### src/rtl/oep_pkg.sv
package oep_pkg;
  typedef struct packed {
    logic byteIn;
    logic wrEn;
    logic pktClr;
    logic commit;
    logic popEn;
    logic showRd;
  } dpCtl_t;
endpackage

### src/rtl/oep_datapath.sv
module oep_datapath
  import oep_pkg::*;
#(
  parameter int DEPTH = 64,
  parameter int DATA_W = 8
) (
  input  logic                       clk,
  input  logic                       rstN,
  input  dpCtl_t                     ctl,
  input  logic [DATA_W-1:0]          inByte,
  output logic                       wrFull,
  output logic                       hasData,
  output logic [$clog2(DEPTH):0]     byteCount,
  output logic [DATA_W-1:0]          rdByte
);
  localparam int ADDR_W = $clog2(DEPTH);
  localparam int CNT_W  = ADDR_W + 1;

  logic [DATA_W-1:0] mem [DEPTH];
  logic [CNT_W-1:0]  wrIdx;
  logic [CNT_W-1:0]  rdPtr;
  logic [CNT_W-1:0]  cntQ;

  always_ff @(posedge clk) begin
    if (!rstN) begin
      wrIdx <= '0;
      rdPtr <= '0;
      cntQ  <= '0;
    end else begin
      if (ctl.pktClr)      wrIdx <= '0;
      else if (ctl.byteIn) wrIdx <= wrIdx + 1'b1;
      if (ctl.commit) begin
        cntQ  <= wrIdx;
        rdPtr <= '0;
      end else if (ctl.popEn) begin
        rdPtr <= rdPtr + 1'b1;
      end
    end
  end

  always_ff @(posedge clk) begin
    if (ctl.wrEn) mem[wrIdx[ADDR_W-1:0]] <= inByte;
  end

  assign wrFull    = (wrIdx == CNT_W'(DEPTH));
  assign hasData   = (rdPtr < cntQ);
  assign byteCount = cntQ;
  assign rdByte    = (ctl.showRd && hasData) ? mem[rdPtr[ADDR_W-1:0]] : '0;
endmodule

### src/rtl/oep_control.sv
module oep_control
  import oep_pkg::*;
(
  input  logic   clk,
  input  logic   rstN,
  input  logic   pktStart,
  input  logic   pktToggle,
  input  logic   pktByteValid,
  input  logic   pktEnd,
  input  logic   pktCrcOk,
  input  logic   rdPop,
  input  logic   clrAvail,
  input  logic   wrFull,
  input  logic   hasData,
  output dpCtl_t ctl,
  output logic   dataAvail,
  output logic   hsAck,
  output logic   hsNak
);
  logic rxActive, ovfQ, pidQ, expTog, availQ, ackQ, nakQ;
  logic byteTake, goodEnd, accept, fresh;

  always_comb begin
    byteTake   = pktByteValid && rxActive && !wrFull;
    goodEnd    = pktEnd && rxActive && pktCrcOk && !ovfQ;
    accept     = goodEnd && !availQ;
    fresh      = accept && (pidQ == expTog);
    ctl.byteIn = byteTake;
    ctl.wrEn   = byteTake && !availQ;
    ctl.pktClr = pktStart;
    ctl.commit = fresh;
    ctl.popEn  = rdPop && availQ && hasData;
    ctl.showRd = availQ;
  end

  always_ff @(posedge clk) begin
    if (!rstN) begin
      rxActive <= 1'b0;
      ovfQ     <= 1'b0;
      pidQ     <= 1'b0;
      expTog   <= 1'b0;
      availQ   <= 1'b0;
      ackQ     <= 1'b0;
      nakQ     <= 1'b0;
    end else begin
      ackQ <= accept;
      nakQ <= goodEnd && availQ;
      if (pktEnd) rxActive <= 1'b0;
      if (pktByteValid && rxActive && wrFull) ovfQ <= 1'b1;
      if (pktStart) begin
        rxActive <= 1'b1;
        ovfQ     <= 1'b0;
        pidQ     <= pktToggle;
      end
      if (fresh) begin
        availQ <= 1'b1;
        expTog <= ~expTog;
      end else if (clrAvail && availQ) begin
        availQ <= 1'b0;
      end
    end
  end

  assign dataAvail = availQ;
  assign hsAck     = ackQ;
  assign hsNak     = nakQ;
endmodule

### src/rtl/out_ep_rx_buffer.sv
module out_ep_rx_buffer
  import oep_pkg::*;
#(
  parameter int DEPTH = 64,
  parameter int DATA_W = 8,
  localparam int CNT_W = $clog2(DEPTH) + 1
) (
  input  logic              clk,
  input  logic              rstN,
  input  logic              pktStart,
  input  logic              pktToggle,
  input  logic              pktByteValid,
  input  logic [DATA_W-1:0] pktByte,
  input  logic              pktEnd,
  input  logic              pktCrcOk,
  input  logic              rdPop,
  input  logic              clrAvail,
  output logic              hsAck,
  output logic              hsNak,
  output logic              dataAvail,
  output logic [CNT_W-1:0]  byteCount,
  output logic [DATA_W-1:0] rdData
);
  dpCtl_t ctl;
  logic   wrFull, hasData;

  oep_control uCtrl (
    .clk, .rstN, .pktStart, .pktToggle, .pktByteValid, .pktEnd, .pktCrcOk,
    .rdPop, .clrAvail, .wrFull, .hasData, .ctl, .dataAvail, .hsAck, .hsNak
  );

  oep_datapath #(.DEPTH(DEPTH), .DATA_W(DATA_W)) uData (
    .clk, .rstN, .ctl, .inByte(pktByte), .wrFull, .hasData,
    .byteCount, .rdByte(rdData)
  );
endmodule

### config.mk
export PLATFORM = sky130hd
export DESIGN_NAME = out_ep_rx_buffer
export DESIGN_NICKNAME = d
export VERILOG_FILES = /design/src/rtl/oep_pkg.sv /design/src/rtl/oep_datapath.sv /design/src/rtl/oep_control.sv /design/src/rtl/out_ep_rx_buffer.sv
export SDC_FILE = /design/constraint.sdc
export NUM_CORES = 1
export LEC_CHECK = 0
export BUFFER_PORTS_ARGS = -buffer_cell sky130_fd_sc_hd__buf_4
export CAP_MARGIN = 20
export CORE_UTILIZATION = 54
export CTS_CLUSTER_DIAMETER = 120
export DETAILED_ROUTE_END_ITERATION = 8
export PLACE_DENSITY = 0.7
export SYNTH_ARGS = -nofsm -noshare
export SYNTH_HDL_FRONTEND = slang
export SYNTH_SLANG_ARGS = --single-unit
### constraint.sdc
create_clock -name clk -period 6.5 [get_ports clk]
set_input_delay 1.3 -clock clk [delete_from_list [all_inputs] [get_ports clk]]
set_output_delay 1.3 -clock clk [all_outputs]
set_load 0.02 [all_outputs]
* After elaboration in Yosys (flattened, before gate mapping)
Memory sizes are Yosys's and may differ from the RTL's. A register that Yosys moved wholly into a read port is not among the register bits.
Cells that the tools add are included.
** Storage, ports and cells
- Memories kept :: 1
- Register bits :: 28
- Input bits :: 17
- Output and inout bits :: 18
- Word-level logic and storage cells :: 48
- Memory bits (writable) :: 512
** Cells by class
- $add $sub $neg :: 2
- Bitwise operators :: 2
- Mux-type cells :: 9
- Equality and inequality tests :: 2
- Order comparisons :: 1
- Reductions and logical operators :: 21
** Memories
- uData.mem :: depth 64, bits a word 8, read ports 1, clocked after memory_dff 1, wr ports 1, RTL line oep_datapath.sv:19 : logic [DATA_W-1:0] mem [DEPTH];
** Operators with widths (count)
- adder 7 x 1 -> 7 bit (second input constant) :: 2
- logical AND 1 bit :: 14
- two-way mux 6 bit :: 2
- two-way mux 8 bit :: 1
- equality test 7 bit (second input constant) :: 1
- less-than comparator 7 bit :: 1
- two-way mux 1 bit :: 6
- nonzero test 2 bit :: 2
- OR reduction 2 bit :: 2
- logical NOT 1 bit :: 3
- NOT 1 bit :: 2
- equality test 1 bit :: 1

* Logic depth before layout (Yosys ltp)
- Depth in word-level cells :: 7
- Mapped depth :: 9
- Gate-level depth less buffers :: 8

* By module
Synthesis repeated with hierarchy kept, for this count alone.
** Second synthesis, totals
- Cell total of the unflattened synthesis :: 1211
- Area, all modules :: 21663.3 um^2
** By module, submodules not included
- oep_datapath :: area each 21339.2 um^2, cells each 1179, instances 1, seq. area each 15915.3 um^2
- oep_control :: area each 324.1 um^2, cells each 32, instances 1, seq. area each 140.1 um^2

* Worst setup path after synthesis
Ideal clock, no wire load.
- Path kind :: register to output
- Start point :: reg uData.cntQ[4], in the netlist uData.byteCount[4]
- End point :: out rdData[6]
- Slack :: 2.916 ns
- Arrival :: 2.284 ns
- Data required time :: 5.200 ns
- Path buffers :: 1
- Stages on the path, launching flop included :: 9
- Path through :: dfxtp_1 -> inv_1 -> ha_1 -> a21oi_1 -> nor2_1 -> a2111oi_2 -> o21ai_1 -> clkbuf_1 -> o31ai_1
** Between the ends
- Longest elaborated chain between the ends :: 3
** RTL lines
- start: declaration :: RTL line oep_datapath.sv:22 : logic [CNT_W-1:0] cntQ;
- start signal: assignment :: RTL line oep_datapath.sv:33 : cntQ <= wrIdx;
- less-than comparator 7 bit :: RTL line oep_datapath.sv:46 : assign hasData = (rdPtr < cntQ);
- logical AND 1 bit :: RTL line oep_datapath.sv:48 : assign rdByte = (ctl.showRd && hasData) ? mem[rdPtr[ADDR_W-1:0]] : '0;
- two-way mux 8 bit :: RTL line oep_datapath.sv:48
- end: declaration :: RTL line out_ep_rx_buffer.sv:22 : output logic [DATA_W-1:0] rdData
No other way between the ends.

==> flow_summary.ini <==
[outcome]
status = finished, final reports clean

[finish]
multi_input_area_um2 = 5050
mostFrequentLayoutCell = edfxtp_1
layout.nets = 1150
final_area_um2 = 23800
final_cell_mix = edfxtp_1 (512), mux4_2 (125), nor2_1 (92)
syn2layout_area_growth_pct = 11.0
utilization_pct = 61.2
regArea_um2 = 16100
drive_above_1_share_pct = 21.6
n_fill_cell = 2742
fin_cells = 1683
diodes = 0

[floorplanning]
die_area_um2 = 40500
ioPinCount = 35
fp.dieH_um = 201
start_util_pct = 55.1
rows = 72
core_area_um2 = 38900
chipWidth_um = 201

[global_routing]
antenna_found_initial = 1
grt_max_degree = 65
grt_pass1_vias = 10500
gr-total-overflow = 0
grt_pass1_wl_um = 68000
grtUsageTotal_pct = 23.0

[synthesis]
netlist_instances = 1077
post_synth.cell_area_avg_um2 = 19.9
yosys_register_bits = 546
yosys-top-cells-area = edfxtp_1 (72%), mux4_2 (13%), dfxtp_1 (3.2%), mux2i_1 (2.4%), nor2_1 (1.6%)
syn_nets = 1103
async_reset_ff_share_pct = 0
yosysTopAreaCell = edfxtp_1
netlist_area_um2 = 21400
synth_top_area_share_pct = 71.7
yosysUniqueCellTypes = 53
yosysSeqAreaShare_pct = 74.9
ys.flop_type = edfxtp_1
yosysWarnings = 0
synth_edf_count = 512

[critical_path]
worst_r2r_path_depth = 5
required_ns = 5.20
end_kind = output port
critPathLaunchType = flip-flop
reg2reg_slack_ns = 2.79
cp_common_cell = buf_4
r2r-end = uData.mem[14][3]
path_cells = buf_4 -> mux4_2 -> mux2i_1 -> o22ai_1 -> a211oi_1 -> nor3_1 -> buf_4
worstSetupEndpoint = rdData[2]
slowest_delay_ns = 0.75
crit_fanout = 35
critical_path_class = reg -> out
slowest_stage = dfxtp_4
critPathArrivalTime_ns = 3.48
r2r-start = uData.wrIdx[3]

[clock_network]
root_buffer = clkbuf_16
cts_setup_buffers = 0
cts_inserted_buffers = 53
clk_pin_slew_ns = 0.06
clock_sinks = 546
worstSkewPairLatency_ns = 0.57
cts_buffer_depth = 3
htreeDepth = 2
holdBufCountCts = 0
tritoncts = done
cts-resized-gates = 0

[sta]
fmax_mhz = 209
fin_skew_ns = 0.0165
rsz0062_at_grt = no
final-hold-violation-count = 0
tns_ns = 0
final-setup-viol-count = 0
slew_headroom_pct = 23.5
period_needed_ns = 4.78
final-max-slew-violation-count = 0
period_share_pct = 73.6
tightest_slew_ns = 1.14

[route]
ant_nets = 0
drc = 0
first_pass_iters = 6
via_per_inst = 6.26
wl_um = 45600
vias = 10500
wire_per_inst_um = 27.1
drtIter0Drc = 1199

[job]
maxCapViolations = 0

[placed_design]
place_inst = 1586
place_congestion = 0.815
hpwl_um = 27000
placed_area_um2 = 22200
io_buffers = 34

[power]
p_per_area_nw_per_um2 = 288
p_leak_uw = 0.00716
peakVddDrop_v = 0.000207

[min_path]
worst_hold_path_type = reg -> reg
-- through the flow --
stage | power (uW) | worst slack (ns) | hold slack, ns
final | 6850 | 1.72 | 0.493
after global routing | 7020 | 1.48 | 0.537
after CTS | 6890 | 1.67 | 0.493
after detailed placement | 4000 | 2.28 | 0.478
after global placement | 3990 | 2.31 | 0.465
after floorplan | 3930 | 2.92 | 0.431
-- layer usage --
layer / GRT usage, % / share of wire [%] / up-vias
met4: 7.28 / 2.7 / 0
met2: 35.5 / 47 / 486
li1: - / - / 4486
met3: 4.16 / 7.7 / 87
met1: 33.7 / 43 / 5478
met5: 0 / 0 / -
-- state kept, by name (all words and copies together), names as in the netlist, named ones only --
register         flops
uData.wrIdx          7
uCtrl.pidQ           1
uCtrl.dataAvail      1
uCtrl.ovfQ           1
uData.rdPtr          7
uCtrl.hsNak          1
uData.mem          512
uData.byteCount      7
uCtrl.hsAck          1
uCtrl.rxActive       1
uCtrl.expTog         1
-- worst max-delay path, delay by kind of cell, from the launching register on --
family                 cells  cell delay, ns
AOI/OAI and AO/OA          2            0.39
buffers and inverters      2            0.70
DFF                        1            0.75
muxes                      2            0.94
and+or+nand+nor            1            0.12
-- layout make-up --
| type | instances | area share (%) |
|---|---|---|
| Timing Repair Buffer | 45 | 1.52 |
| Inverter | 11 | 0.173 |
| Clock buffer | 79 | 6.19 |
| Sequential cell | 546 | 67.5 |
| Tap cell | 518 | 2.72 |
| Multi-Input combinational cell | 467 | 21.2 |
| Clock inverter | 17 | 0.673 |
-- Yosys cell counts (3+ instances only) --
cell type,instances
and3_1,4
or3_1,6
o22ai_1,3
o221ai_1,9
clkbuf_1,19
a21oi_1,20
and2_1,4
nand2_1,34
xnor2_1,4
nand4_1,5
buf_1,7
mux2_2,4
o21a_1,7
ha_1,9
a22oi_1,11
nor2b_1,5
xor2_1,3
nor3_1,8
nand2b_1,6
buf_2,10
dfxtp_1,34
mux4_1,4
a211oi_1,3
o31ai_1,3
mux2i_1,51
nand3_1,3
mux4_2,125
inv_1,10
edfxtp_1,512
o211ai_1,5
a21o_1,5
o21ai_0,13
nor2_1,92
buf_4,14
-- report_power, final --
part / switching (uW) / leakage, uW / internal (uW) / total [uW]
clock: 1250 / 0.000796 / 1680 / 2930
sequential: 2.05 / 0.00488 / 3840 / 3840
combinational: 63.7 / 0.00149 / 13.7 / 77.4
total: 1310 / 0.00716 / 5540 / 6850
-- how the worst min path moves through the flow --
stage,from,endpoint,slack [ns],cells past startpoint
global placement,uCtrl.ovfQ,uCtrl.ovfQ,0.46,2
global route,uCtrl.ovfQ,uCtrl.ovfQ,0.54,2
CTS,uData.rdPtr[6],uData.rdPtr[6],0.49,2
finish,uData.rdPtr[6],uData.rdPtr[6],0.49,2
floorplan,uCtrl.ovfQ,uCtrl.ovfQ,0.43,2
detailed placement,uCtrl.ovfQ,uCtrl.ovfQ,0.48,2
-- kinds of logic after synthesis --
kind of cell             Yosys count  share of synthesized area, %
AO/OA/AOI/OAI                     87                          2.74
adder cells (fa/ha/maj)            9                         0.525
AND/OR/NAND/NOR                  180                          3.80
buffers and inverters             64                          1.57
XOR/XNOR                           7                         0.286
multiplexers                     184                          16.2
flip-flops                       546                          74.9
Note: power is estimated with default switching activity, not from simulation.
